`src/rtl/alu_pkg.sv`:
```
package alu_pkg;
  timeunit 1ns;
  timeprecision 100ps;

  typedef enum logic [1:0] {
    SEL_AND  = 2'd0,
    SEL_OR   = 2'd1,
    SEL_SUM  = 2'd2,
    SEL_LESS = 2'd3
  } sel_e;

  localparam logic [2:0] CTL_AND = 3'b000;
  localparam logic [2:0] CTL_OR  = 3'b001;
  localparam logic [2:0] CTL_ADD = 3'b010;
  localparam logic [2:0] CTL_SUB = 3'b110;
  localparam logic [2:0] CTL_SLT = 3'b111;

  function automatic logic ctl_known(input logic [2:0] ctl);
    return (ctl == CTL_AND) || (ctl == CTL_OR) || (ctl == CTL_ADD) ||
           (ctl == CTL_SUB) || (ctl == CTL_SLT);
  endfunction
endpackage

```
`src/rtl/alu_ctl_dec.sv`:
```
module alu_ctl_dec
  import alu_pkg::*;
(
  input  logic [2:0] ctl_i,
  output logic       neg_o,
  output sel_e       sel_o,
  output logic       en_o,
  output logic       arith_o
);
  timeunit 1ns;
  timeprecision 100ps;

  always_comb begin
    neg_o   = ctl_i[2];
    sel_o   = sel_e'(ctl_i[1:0]);
    en_o    = ctl_known(ctl_i);
    arith_o = (ctl_i == CTL_ADD) || (ctl_i == CTL_SUB);
  end
endmodule

```
`src/rtl/alu_slice.sv`:
```
module alu_slice
  import alu_pkg::*;
(
  input  logic a_i,
  input  logic b_i,
  input  logic neg_i,
  input  logic cin_i,
  input  logic less_i,
  input  sel_e sel_i,
  input  logic en_i,
  output logic sum_o,
  output logic cout_o,
  output logic res_o
);
  timeunit 1ns;
  timeprecision 100ps;

  logic b_eff;
  logic mux_out;

  assign b_eff  = b_i ^ neg_i;
  assign sum_o  = a_i ^ b_eff ^ cin_i;
  assign cout_o = (a_i & b_eff) | (a_i & cin_i) | (b_eff & cin_i);

  always_comb begin
    unique case (sel_i)
      SEL_AND:  mux_out = a_i & b_i;
      SEL_OR:   mux_out = a_i | b_i;
      SEL_SUM:  mux_out = sum_o;
      SEL_LESS: mux_out = less_i;
      default:  mux_out = 1'b0;
    endcase
  end

  // unlisted control codes force the slice output low
  assign res_o = en_i & mux_out;
endmodule

```
`src/rtl/alu_msb_flags.sv`:
```
module alu_msb_flags (
  input  logic cin_msb_i,
  input  logic cout_msb_i,
  input  logic sum_msb_i,
  input  logic arith_i,
  output logic set_o,
  output logic ovf_o
);
  timeunit 1ns;
  timeprecision 100ps;

  logic ovf_raw;

  assign ovf_raw = cin_msb_i ^ cout_msb_i;
  // sign corrected for overflow keeps signed compare exact
  assign set_o   = sum_msb_i ^ ovf_raw;
  assign ovf_o   = arith_i & ovf_raw;
endmodule

```
`src/rtl/alu_zero_det.sv`:
```
module alu_zero_det #(
  parameter int unsigned WIDTH = 32
) (
  input  logic [WIDTH-1:0] val_i,
  output logic             zero_o
);
  timeunit 1ns;
  timeprecision 100ps;

  assign zero_o = ~(|val_i);
endmodule

```
`src/rtl/slice_alu.sv`:
```
module slice_alu
  import alu_pkg::*;
#(
  parameter int unsigned WIDTH = 32
) (
  input  logic [WIDTH-1:0] a_i,
  input  logic [WIDTH-1:0] b_i,
  input  logic [2:0]       ctl_i,
  output logic [WIDTH-1:0] res_o,
  output logic             zero_o,
  output logic             ovf_o,
  output logic             carry_o
);
  timeunit 1ns;
  timeprecision 100ps;

  localparam int unsigned MSB = WIDTH - 1;

  logic neg;
  sel_e sel;
  logic en;
  logic arith;
  logic set_fb;

  alu_ctl_dec u_dec (
    .ctl_i   (ctl_i),
    .neg_o   (neg),
    .sel_o   (sel),
    .en_o    (en),
    .arith_o (arith)
  );

  for (genvar i = 0; i < WIDTH; i++) begin : gen_slice
    logic cin;
    logic cout;
    logic sum;
    logic less;
    logic res;

    if (i == 0) begin : gen_lsb
      assign cin  = neg;
      assign less = set_fb;
    end else begin : gen_upper
      assign cin  = gen_slice[i-1].cout;
      assign less = 1'b0;
    end

    alu_slice u_slice (
      .a_i    (a_i[i]),
      .b_i    (b_i[i]),
      .neg_i  (neg),
      .cin_i  (cin),
      .less_i (less),
      .sel_i  (sel),
      .en_i   (en),
      .sum_o  (sum),
      .cout_o (cout),
      .res_o  (res)
    );

    assign res_o[i] = res;
  end

  alu_msb_flags u_msb (
    .cin_msb_i  (gen_slice[MSB].cin),
    .cout_msb_i (gen_slice[MSB].cout),
    .sum_msb_i  (gen_slice[MSB].sum),
    .arith_i    (arith),
    .set_o      (set_fb),
    .ovf_o      (ovf_o)
  );

  assign carry_o = gen_slice[MSB].cout;

  alu_zero_det #(.WIDTH(WIDTH)) u_zero (
    .val_i  (res_o),
    .zero_o (zero_o)
  );
endmodule

```
`config.mk`:
```
export PLATFORM = sky130hd
export DESIGN_NAME = slice_alu
export DESIGN_NICKNAME = d
export VERILOG_FILES = /design/src/rtl/alu_pkg.sv /design/src/rtl/alu_ctl_dec.sv /design/src/rtl/alu_slice.sv /design/src/rtl/alu_msb_flags.sv /design/src/rtl/alu_zero_det.sv /design/src/rtl/slice_alu.sv
export SDC_FILE = /design/constraint.sdc
export NUM_CORES = 1
export LEC_CHECK = 0
export BUFFER_PORTS_ARGS = -buffer_cell sky130_fd_sc_hd__buf_2
export CORE_UTILIZATION = 44
export DETAILED_ROUTE_END_ITERATION = 6
export PLACE_DENSITY = 0.82
export SLEW_MARGIN = 20
export SYNTH_ARGS = -nofsm -noshare
export SYNTH_HDL_FRONTEND = slang
export SYNTH_SLANG_ARGS = --single-unit
```
`constraint.sdc`:
```
create_clock -name vclk -period 21.2
set_input_delay 4.24 -clock vclk [all_inputs]
set_output_delay 4.24 -clock vclk [all_outputs]
set_load 0.01 [all_outputs]
```
# After elaboration in Yosys (flattened, before gate mapping)
# Index checks and enable logic that the tools add are counted.
# Widths: inputs -> output; s select.
classes:
  n_eq_ne: 7
  n_mux: 32
  bitwise: 356
  reduce_logical: 8
ops:
  columns: ["cell", "n"]
  rows:
  - ["$and 1x1->1", 161]
  - ["$pmux 1 s4", 32]
  - ["$xor 1x1->1", 98]
  - ["$or 1x1->1", 96]
  - ["$reduce_or 32->1", 1]
  - ["$eq 3x3->1 const B", 2]
  - ["$logic_or 1x1->1", 5]
  - ["$eq 2x2->1 const B", 2]
  - ["$eq 3x1->1 const B", 1]
  - ["$eq 3x2->1 const B", 1]
  - ["$logic_not 3->1", 1]
  - ["$eq 2x1->1 const B", 1]
  - ["$logic_not 2->1", 1]
  - ["$not 1->1", 1]
word_totals:
  register_bits: 0
  in_bits: 67
  out_inout_bits: 35

# Depth between registers and ports, before layout
# Gate-level depths: netlist of run 1.
logic_depth:
  ltp_word: 103
  mapped_depth: 39
  depth_no_buf: 37

# Hierarchy
# Synthesis of run 1 repeated with hierarchy kept, for this count alone.
hier_totals:
  cells_unflattened: 405
  area_unflattened_um2: 3027.9
by_module_without_submodules:
  columns: ["module", "instances", "cells_per_inst", "area_per_inst_um2", "seq_area_each_um2"]
  rows:
  - ["alu_slice", 32, 11, 82.6, 0.0]
  - ["slice_alu", 1, 33, 244.0, 0.0]
  - ["alu_zero_det", 1, 11, 72.6, 0.0]
  - ["alu_ctl_dec", 1, 6, 43.8, 0.0]
  - ["alu_msb_flags", 1, 3, 25.0, 0.0]

# Least setup slack after synthesis of run 1
# OpenSTA, ideal clock, no wires.
synth_timing:
  kind: "input port to output port"
  startpoint: "input ctl_i[2]"
  endpoint: "output zero_o"
  arrival_ns: 17.208
  slack_ns: -0.248
  path_stages: 39
  n_path_buf: 2
  cell_sequence: "buf_2 -> buf_1 -> xnor2_1 -> fa_1 -> fa_1 -> inv_1 -> fa_1 -> fa_1 -> fa_1 -> fa_1 -> fa_1 -> fa_1 -> fa_1 -> fa_1 -> fa_1 -> fa_1 -> fa_1 -> fa_1 -> [3 not listed] -> fa_1 -> fa_1 -> fa_1 -> fa_1 -> fa_1 -> fa_1 -> fa_1 -> fa_1 -> fa_1 -> fa_1 -> fa_1 -> fa_1 -> fa_1 -> fa_1 -> a22o_1 -> nor2_1 -> nand4bb_1 -> and4bb_1"
synth_via:
  elab_cells_between_ends: 333
  classes_between: "4 x eq/ne; 32 x mux; 291 x bitwise; 6 x reduce/logical"
synth_lines:
  columns: ["element", "line", "rtl"]
  rows:
  - ["start, declared", "slice_alu.sv:8", "input logic [2:0] ctl_i,"]
  - ["$xor 1x1->1", "alu_slice.sv:21", "assign b_eff = b_i ^ neg_i;"]
  - ["$and 1x1->1", "alu_slice.sv:23", "assign cout_o = (a_i & b_eff) | (a_i & cin_i) | (b_eff & cin_i);"]
  - ["$or 1x1->1 (2 in a row)", "alu_slice.sv:23", null]
  - ["$and 1x1->1", "alu_slice.sv:23", null]
  - ["$or 1x1->1 (2 in a row)", "alu_slice.sv:23", null]
  - ["$and 1x1->1", "alu_slice.sv:23", null]
  - ["$or 1x1->1 (2 in a row)", "alu_slice.sv:23", null]
  - ["$and 1x1->1", "alu_slice.sv:23", null]
  - ["[80 not listed]", null, null]
  - ["$and 1x1->1", "alu_slice.sv:23", null]
  - ["$or 1x1->1 (2 in a row)", "alu_slice.sv:23", null]
  - ["$xor 1x1->1", "alu_slice.sv:22", "assign sum_o = a_i ^ b_eff ^ cin_i;"]
  - ["$pmux 1 s4", "alu_slice.sv:26", "unique case (sel_i)"]
  - ["$and 1x1->1 *", "alu_slice.sv:36", "assign res_o = en_i & mux_out;"]
  - ["net gen_slice[31].res", "slice_alu.sv:38", "logic res;"]
  - ["$reduce_or 32->1 *", "alu_zero_det.sv:10", "assign zero_o = ~(|val_i);"]
  - ["$not 1->1 *", "alu_zero_det.sv:10", null]
  - ["end, declared", "slice_alu.sv:10", "output logic zero_o,"]
# Mark *: on every way through the listed nets, which the timed path passes. The rest lies on a longest branch.

# Worst setup path after layout of run 1
layout_timing:
  startpoint: "input b_i[0]"
  endpoint: "output zero_o"
layout_via:
  elab_chain_cells: 103
  elab_cells_between_ends: 232
  classes_between: "32 x mux; 199 x bitwise; 1 x reduce/logical"
layout_rtl:
  columns: ["element", "line", "rtl"]
  rows:
  - ["start, declared", "slice_alu.sv:7", "input logic [WIDTH-1:0] b_i,"]
  - ["$xor 1x1->1", "alu_slice.sv:21", null]
  - ["$and 1x1->1", "alu_slice.sv:23", null]
  - ["$or 1x1->1 (2 in a row)", "alu_slice.sv:23", null]
  - ["$and 1x1->1", "alu_slice.sv:23", null]
  - ["$or 1x1->1 (2 in a row)", "alu_slice.sv:23", null]
  - ["$and 1x1->1", "alu_slice.sv:23", null]
  - ["$or 1x1->1 (2 in a row)", "alu_slice.sv:23", null]
  - ["$and 1x1->1", "alu_slice.sv:23", null]
  - ["[83 not listed]", null, null]
  - ["$and 1x1->1", "alu_slice.sv:23", null]
  - ["$or 1x1->1 (2 in a row)", "alu_slice.sv:23", null]
  - ["$xor 1x1->1", "alu_msb_flags.sv:14", "assign ovf_raw = cin_msb_i ^ cout_msb_i;"]
  - ["$xor 1x1->1", "alu_msb_flags.sv:16", "assign set_o = sum_msb_i ^ ovf_raw;"]
  - ["$pmux 1 s4", "alu_slice.sv:26", null]
  - ["$and 1x1->1", "alu_slice.sv:36", null]
  - ["$reduce_or 32->1 *", "alu_zero_det.sv:10", null]
  - ["$not 1->1 *", "alu_zero_det.sv:10", null]
# Mark *: on every way between the ends. The rest lies on a longest branch, timed or not.

==> flow_metrics.py, run 1 <==
metrics = {
    "routing": {
        "antenna_left": 0,
        "viasPerCell": 5.33,
        "drc": 0,
        "dr.first_iter.drc_count": 42,
        "wl_um": 4840,
        "vias": 1707,
        "first_pass_iters": 4,
        "post_drt_wl_per_cell_um": 15.1,
    },
    "critical_path": {
        "critPathKind": "primary input to output pin",
        "cp-end-kind": "output pin",
        "crit_path_top_delay_cell": "fa_1",
        "cp.arrival_ns": 16.56,
        "crit_fanout": 2,
        "worstSetupStartpointType": "primary input",
        "crit_top_cell": "fa_2",
        "worstPathRequired_ns": 16.96,
        "crit_start": "b_i[0]",
        "max_stage_delay_ns": 0.43,
        "endpoint": "zero_o",
    },
    "synth": {
        "synth_warnings": 0,
        "syn_inst": 204,
        "netlist.area_leader.share_pct": 31.7,
        "ys_seq_area_share_pct": 0,
        "synth_area_leader_cell": "fa_1",
        "synth_top_family_by_area": "adder cells",
        "synth_compound_area_share_pct": 13.9,
        "synth.area.top_cells": "fa_1 (32%), maj3_1 (13%), a22o_1 (13%)",
        "synth_fp_nets": 303,
        "ys_types": 28,
        "muxShareOfSynthArea_pct": 0.495,
        "synth_area_per_cell_sq_um": 9.91,
        "synth-simple-area-share_pct": 6.06,
        "synth_adder_area_share_pct": 47.9,
        "synthXorXnorAreaFrac_pct": 14.3,
        "netlist_area_sq_mm": 0.00202,
    },
    "pwr": {
        "comb_power_share_pct": 100.0,
        "powerDensity_mw_per_mm2": 32.6,
        "cellLeakagePower_nw": 1.11,
        "clkPwrFrac_pct": 0,
        "seqPwrFrac_pct": 0,
        "swShare_pct": 51.0,
        "switching_power_mw": 0.0402,
        "peakVddDrop_mv": 0.0135,
        "intPower_mw": 0.0387,
    },
    "global_route": {
        "grt_max_degree": 37,
        "grt_pass1_vias": 1752,
        "grt_pass1_wl_um": 8130,
        "antenna_found_initial": 0,
        "track_usage_pct": 20.4,
        "grt_overflow_total": 0,
    },
    "flow_run": {
        "drv_cap": 0,
    },
    "final_layout": {
        "design_area_sq_mm": 0.00241,
        "final_cell_mix": "buf_2 (102), xor2_1 (29), a22o_1 (29)",
        "nClkBuffers": 0,
        "diodes": 0,
        "nNetsFinal": 369,
        "multiInputGateArea_sq_mm": 0.00175,
        "sequential_cell_total": 0,
        "fin_util_pct": 55.1,
        "layout.cells.most_common": "buf_2",
        "drive_gt1_share_pct": 53.0,
        "area_growth_pct": 19.4,
        "nFillCells": 423,
        "layout.cells.non_filler": 320,
        "regArea_sq_um": 0,
    },
    "sta": {
        "min_period_ns": 20.80,
        "finalMaxSlewViolations": 0,
        "worstMarginPinSlew_ns": 0.737,
        "slew_headroom_pct": 50.9,
        "whs_ns": 8.92,
        "setup_viol": 0,
        "hold_violations": 0,
        "post-route-period-util_pct": 98.1,
        "timing.fmax_ghz": 0.0481,
        "rsz0062_at_grt": "no",
    },
    "hold_path": {
        "worstHoldStart": "ctl_i[1]",
        "hold_path_class": "primary input to output pin",
    },
    "floorplan": {
        "die_width_um": 69.8,
        "die_h_um": 69.8,
        "dieArea_sq_mm": 0.00487,
        "io_pins": 102,
        "row_count": 24,
        "core-area_sq_mm": 0.00438,
        "start_util_pct": 46.1,
    },
    "placement": {
        "port_buffers": 102,
        "dp_hpwl_um": 3980,
        "dp.cells": 320,
        "place_congestion": 0.839,
        "dpl-instance-area_sq_mm": 0.00234,
    },
    "clocking": {
        "postCtsHoldBufs": 0,
        "post_cts_buffers": 0,
    },
    "outcome": {
        "status": "finished, final reports clean",
    },
}
==> kinds of logic after synthesis <==
logic type	after synthesis
fa+ha+maj	64
buf+inv	54
compound gates	33
xor+xnor	33
simple gates	19
mux	1
==> synth_stat cells, types with 2 or more instances <==
library cell and instances:
nand2_1 3, inv_1 8, nand4bb_1 2, maj3_2 6, buf_6 3, buf_4 32
buf_1 5, maj3_1 26, nor2_1 3, fa_1 32, xor2_1 29, nor4_1 4
buf_2 4, xnor2_1 4, clkbuf_1 2, a22o_1 29
==> timing repair <==
action / CTS / global route
setup endpoints to repair: 4 / 3
pin swaps: 1 / 2
resized for setup: 15 / 9
==> stage by stage <==
step | setup TNS [ns] | setup slack [ns] | power (mW)
floorplan | 0 | 0.0531 | 0.0585
global placement | -0.297 | -0.297 | 0.0732
detailed placement | -0.928 | -0.532 | 0.0761
CTS | 0 | 0.0399 | 0.0782
global route | 0 | 0.0313 | 0.0889
finish | 0 | 0.399 | 0.0788
==> worst min path at each step <==
| stage | endpoint | depth (start not counted) |
|---|---|---|
| 2_1_floorplan | ovf_o | 2 |
| 6_report | res_o[0] | 3 |
| 3_3_place_gp | res_o[0] | 3 |
| 4_1_cts | res_o[0] | 3 |
| 3_5_place_dp | res_o[0] | 3 |
| 5_1_grt | res_o[0] | 3 |
==> power groups by stage <==
stage,registers (mW),clock network [mW],logic [mW]
after floorplan,0,0,0.0585
after global placement,0,0,0.0732
after detailed placement,0,0,0.0761
after CTS,0,0,0.0782
after global routing,0,0,0.0889
final,0,0,0.0788
==> metal layers <==
| layer | track usage [%] | vias up | wire, um |
|---|---|---|---|
| met1 | 25.8 | 837 | 1950 |
| met3 | 1.31 | 10 | 177 |
| met5 | 0 | - | 0 |
| li1 | - | 806 | - |
| met4 | 3.78 | 0 | 85 |
| met2 | 38.2 | 54 | 2630 |
==> cell type report <==
| class | instances | area share [%] |
|---|---|---|
| Inverter | 8 | 1.24 |
| Multi-Input combinational cell | 150 | 72.4 |
| Tap cell | 52 | 2.69 |
| Timing Repair Buffer | 110 | 23.6 |
==> critical path, delay by kind of cell <==
family          cells  cell delay [ns]
simple gates        3             0.43
fa+ha+maj          31            11.08
mux                 1             0.27
buf+inv             3             0.32
compound gates      1             0.24
Note: power is estimated with default switching activity, not from simulation.
==> run 2, diff against run 1 <==
Settings changed: CORE_ASPECT_RATIO from default to 1.2, CORE_UTILIZATION 44 to 49, SYNTH_HIERARCHICAL from default to 1.
==> flow_metrics.py, run 2 <==
metrics = {
    "pwr": {
        "cellLeakagePower_nw": 2.13,
        "powerDensity_mw_per_mm2": 33.8,
        "peakVddDrop_mv": 0.0148,
        "seqPwrFrac_pct": 0,
        "swShare_pct": 55.9,
        "switching_power_mw": 0.0715,
        "clkPwrFrac_pct": 0,
        "comb_power_share_pct": 100.0,
        "intPower_mw": 0.0564,
        "power_mw": 0.128,
    },
    "synth": {
        "synth.area.top_cells": "fa_1 (21%), inv_1 (20%), a221oi_2 (16%)",
        "muxShareOfSynthArea_pct": 11.0,
        "ys_seq_area_share_pct": 0,
        "ys_types": 18,
        "synth_area_leader_cell": "fa_1",
        "ys_top_cells_by_count": "inv_1 (160), buf_4 (35)",
        "syn_inst": 405,
        "synthXorXnorAreaFrac_pct": 9.83,
        "synth_adder_area_share_pct": 21.2,
        "synth-simple-area-share_pct": 2.98,
        "synth_warnings": 6,
        "netlist.area_leader.share_pct": 21.2,
        "synth_top_family_by_area": "buffers and inverters",
        "synth_compound_area_share_pct": 26.4,
        "yosysMostFrequentCell": "inv_1",
        "synth_area_per_cell_sq_um": 7.48,
        "netlist_area_sq_mm": 0.00303,
    },
    "placement": {
        "place_congestion": 0.740,
        "port_buffers": 102,
        "dpl-instance-area_sq_mm": 0.00371,
        "dp_hpwl_um": 5470,
    },
    "floorplan": {
        "io_pins": 102,
        "core-area_sq_mm": 0.00601,
        "die_width_um": 73.8,
        "row_count": 31,
        "start_util_pct": 50.4,
        "die_h_um": 88.1,
        "dieArea_sq_mm": 0.00650,
    },
    "routing": {
        "first_pass_iters": 4,
        "drc": 0,
        "antenna_left": 0,
        "vias": 2871,
        "post_drt_wl_per_cell_um": 11.7,
        "viasPerCell": 4.77,
        "wl_um": 7070,
        "dr.first_iter.drc_count": 78,
    },
    "critical_path": {
        "cp.arrival_ns": 19.66,
        "endpoint": "zero_o",
        "max_stage_delay_ns": 0.53,
        "worstPathRequired_ns": 16.96,
        "crit_start": "b_i[0]",
        "critPathKind": "primary input to output pin",
        "worstSetupStartpointType": "primary input",
        "cp-end-kind": "output pin",
        "crit_fanout": 2,
        "crit_top_cell": "inv_2",
        "crit_path_top_delay_cell": "fa_2",
    },
    "sta": {
        "hold_violations": 0,
        "setup_viol": 9,
        "finalMaxSlewViolations": 0,
        "rsz0062_at_grt": "yes",
        "timing.fmax_ghz": 0.0418,
        "post-route-period-util_pct": 113,
        "worst_slack_ns": -2.70,
        "whs_ns": 8.88,
        "worstMarginPinSlew_ns": 0.891,
        "min_period_ns": 23.90,
        "slew_headroom_pct": 40.6,
    },
    "final_layout": {
        "diodes": 0,
        "sequential_cell_total": 0,
        "fin_util_pct": 62.9,
        "design_area_sq_mm": 0.00378,
        "layout.cells.most_common": "buf_2",
        "drive_gt1_share_pct": 50.2,
        "regArea_sq_um": 0,
        "area_growth_pct": 25.0,
        "nNetsFinal": 621,
        "final_cell_mix": "buf_2 (97), inv_1 (92), inv_2 (68)",
        "nClkBuffers": 0,
    },
    "global_route": {
        "grt_overflow_total": 0,
        "grt_util_met3_pct": 1.84,
        "grt_max_degree": 68,
        "busiest_layer": "met2",
        "antenna_found_initial": 0,
        "grt_pass1_vias": 2820,
        "use_met1_pct": 23.6,
        "grt_pass1_wl_um": 11400,
        "track_usage_pct": 21.6,
        "gr-usage-met2_pct": 45.2,
    },
    "outcome": {
        "status": "finished with violations",
        "failed_checks": "negative setup slack",
    },
    "flow_run": {
        "drv_cap": 0,
    },
    "hold_path": {
        "hold_path_class": "primary input to output pin",
    },
    "clocking": {
        "postCtsHoldBufs": 0,
    },
}
==> run 2: cell types whose count changed after synthesis, moves of 4 or more <==
cell,before,now
maj3_1,26,0
a21oi_1,0,32
inv_1,8,160
maj3_2,6,0
buf_1,5,0
a22o_1,29,0
a221oi_2,0,32
xor2_1,29,2
xnor2_1,4,32
buf_2,4,0
o21ai_0,1,32
mux2i_1,1,32
==> run 2: cells by family (layout without fill, tap and decap cells) <==
logic type      after synthesis  in the layout
buf+inv                     195            280
simple gates                 14             14
other cells                   1             31
mux                          33             33
compound gates               96             96
xor+xnor                     34             34
fa+ha+maj                    32             32
==> run 2: how the worst min path moves through the flow <==
stage	from	to	slack (ns)	cells past startpoint
2_1_floorplan	ctl_i[0]	ovf_o	8.67	2
3_3_place_gp	b_i[11]	res_o[11]	8.87	4
3_5_place_dp	b_i[28]	res_o[28]	8.88	4
4_1_cts	b_i[16]	res_o[16]	8.89	4
5_1_grt	b_i[16]	res_o[16]	8.91	4
6_report	b_i[16]	res_o[16]	8.88	4
==> run 2: area by class of cell <==
type               instances  area (sq um)
multi-input cells        240          2400
fillers                  543          2230
repair buffers           120           677
inverters                160           601
well taps                 82           103
==> run 2: worst max-delay path: cells and delay by family <==
kind                       cells  cell delay, ns
AOI/OAI and AO/OA              1            0.10
xor gates and xnor gates       2            0.27
adders and majority gates     32           11.18
buffers and inverters         65            3.11
muxes                          1            0.20
and+or+nand+nor                3            0.52
==> run 2: metrics by stage <==
step	setup TNS, ns	setup slack, ns	cells
final	-14.88	-2.70	602
after global routing	-20.63	-3.37	602
after CTS	-15.28	-2.87	601
after detailed placement	-24.01	-3.76	599
after global placement	-22.79	-3.63	599
after floorplan	-19.49	-3.08	435
==> run 2: what timing repair did <==
item	CTS	global route
gates resized for setup	12	4
pin swaps	37	4
setup endpoints to repair	11	10
setup buffers	2	1
==> run 2: per-layer routing <==
layer  vias to the layer above  share of wire (%)
met5                         -                  0
met4                         0               0.69
met3                         4                4.2
met2                        82                 53
met1                      1345                 42
li1                       1440                  -
==> run 2: power groups by stage <==
stage / sequential, mW / clock (mW) / combinational [mW]
6_report: 0 / 0 / 0.128
5_1_grt: 0 / 0 / 0.145
4_1_cts: 0 / 0 / 0.127
3_5_place_dp: 0 / 0 / 0.124
3_3_place_gp: 0 / 0 / 0.118
2_1_floorplan: 0 / 0 / 0.100
==> run 3, diff against run 2 <==
Settings changed: CORE_UTILIZATION 49 to 54, PLACE_DENSITY 0.82 to 0.86.
Clock period 21.2 ns to 24.8 ns, I/O delays scaled along.
==> flow_metrics.py, run 3 (same netlist as run 2, synthesis figures left out) <==
metrics = {
    "placement": {
        "dp_hpwl_um": 5630,
        "port_buffers": 102,
        "place_ws_ns": -1.72,
        "dpl-instance-area_sq_mm": 0.00363,
        "dp.cells": 572,
        "place_congestion": 0.786,
    },
    "pwr": {
        "peakVddDrop_mv": 0.0153,
        "power_mw": 0.110,
        "powerDensity_mw_per_mm2": 29.6,
        "cellLeakagePower_nw": 2.11,
    },
    "hold_path": {
        "worstHoldPathCells": 4,
        "hold_path_class": "primary input to output pin",
    },
    "floorplan": {
        "row_count": 29,
        "die_h_um": 84.0,
        "core-area_sq_mm": 0.00533,
        "dieArea_sq_mm": 0.00591,
        "io_pins": 102,
        "start_util_pct": 56.8,
        "die_width_um": 70.4,
    },
    "sta": {
        "worstMarginPinSlew_ns": 1.08,
        "setup_viol": 3,
        "worst_slack_ns": -0.673,
        "rsz0062_at_grt": "yes",
        "timing.fmax_ghz": 0.0393,
        "min_period_ns": 25.47,
        "whs_ns": 10.32,
        "slew_headroom_pct": 28.3,
        "post-route-period-util_pct": 103,
        "hold_violations": 0,
        "finalMaxSlewViolations": 0,
    },
    "critical_path": {
        "worstSetupStartpointType": "primary input",
        "critPathKind": "primary input to output pin",
        "crit_fanout": 2,
        "cp.arrival_ns": 20.51,
        "crit_path_top_delay_cell": "fa_2",
        "crit_top_cell": "inv_2",
        "cp-end-kind": "output pin",
        "endpoint": "zero_o",
        "critPathTopFamily": "adder cells",
        "crit_start": "b_i[0]",
        "crit_cells": 104,
        "crit_buf_inv": 65,
        "worstPathRequired_ns": 19.84,
        "max_stage_delay_ns": 0.54,
    },
    "routing": {
        "viasPerCell": 5.08,
        "drc": 0,
        "first_pass_iters": 4,
        "vias": 2930,
        "post_drt_wl_per_cell_um": 12.7,
        "wl_um": 7330,
        "antenna_left": 0,
        "dr.first_iter.drc_count": 81,
    },
    "outcome": {
        "failed_checks": "negative setup slack",
        "status": "finished with violations",
    },
    "final_layout": {
        "regArea_sq_um": 0,
        "diodes": 0,
        "nNetsFinal": 616,
        "drive_gt1_share_pct": 48.9,
        "layout.cells.most_common": "buf_2",
        "layout.cells.non_filler": 577,
        "sequential_cell_total": 0,
        "area_growth_pct": 22.6,
        "nClkBuffers": 0,
        "nFillCells": 437,
        "design_area_sq_mm": 0.00371,
        "final_cell_mix": "buf_2 (98), inv_1 (95), inv_2 (65)",
    },
    "clocking": {
        "postCtsHoldBufs": 0,
    },
    "global_route": {
        "grt_pass1_wl_um": 12400,
        "grt_max_degree": 99,
        "track_usage_pct": 25.1,
        "grt_overflow_total": 0,
        "grt_pass1_vias": 2994,
        "antenna_found_initial": 0,
    },
    "flow_run": {
        "drv_cap": 0,
    },
}
## run 3: repair_timing
| action | CTS | global route |
|---|---|---|
| buffers inserted | 4 | 1 |
| pin swaps | 36 | 2 |
| endpoints found under the hold margin | 0 | 0 |
| setup endpoints to repair | 7 | 6 |
| resized for setup | 9 | 2 |
## run 3: worst min-delay path by stage
stage / startpoint / end
final: b_i[11] / res_o[11]
after detailed placement: b_i[11] / res_o[11]
after CTS: b_i[11] / res_o[11]
after global routing: b_i[21] / res_o[21]
after global placement: b_i[11] / res_o[11]
after floorplan: ctl_i[0] / ovf_o
## run 3: metal layers
| layer | wire length (um) | part of all wire (%) | vias up | GRT usage (%) |
|---|---|---|---|---|
| li1 | - | - | 1439 | - |
| met1 | 2800 | 38 | 1391 | 26.9 |
| met2 | 4020 | 55 | 84 | 50.4 |
| met3 | 363 | 5.0 | 16 | 3.02 |
| met4 | 148 | 2.0 | 0 | 5.82 |
| met5 | 0 | 0 | - | 0 |
## run 3: stage by stage
stage	setup TNS, ns	util [%]
after detailed placement	-5.99	68.1
after floorplan	-2.53	-
final	-1.33	69.6
after CTS	-1.37	69.4
after global placement	-4.45	68.1
after global routing	-4.23	69.6
## run 3: final cells by class
class              count  area [sq um]  area share (%)
multi-input cells    240          2400            64.6
repair buffers       115           637            17.1
well taps             62          77.6            2.09
inverters            160           601            16.2
## run 3: power by group
part | switching, mW | internal, mW | total, mW
Clock | 0 | 0 | 0
Sequential | 0 | 0 | 0
Combinational | 0.0618 | 0.0479 | 0.110
Total | 0.0618 | 0.0479 | 0.110
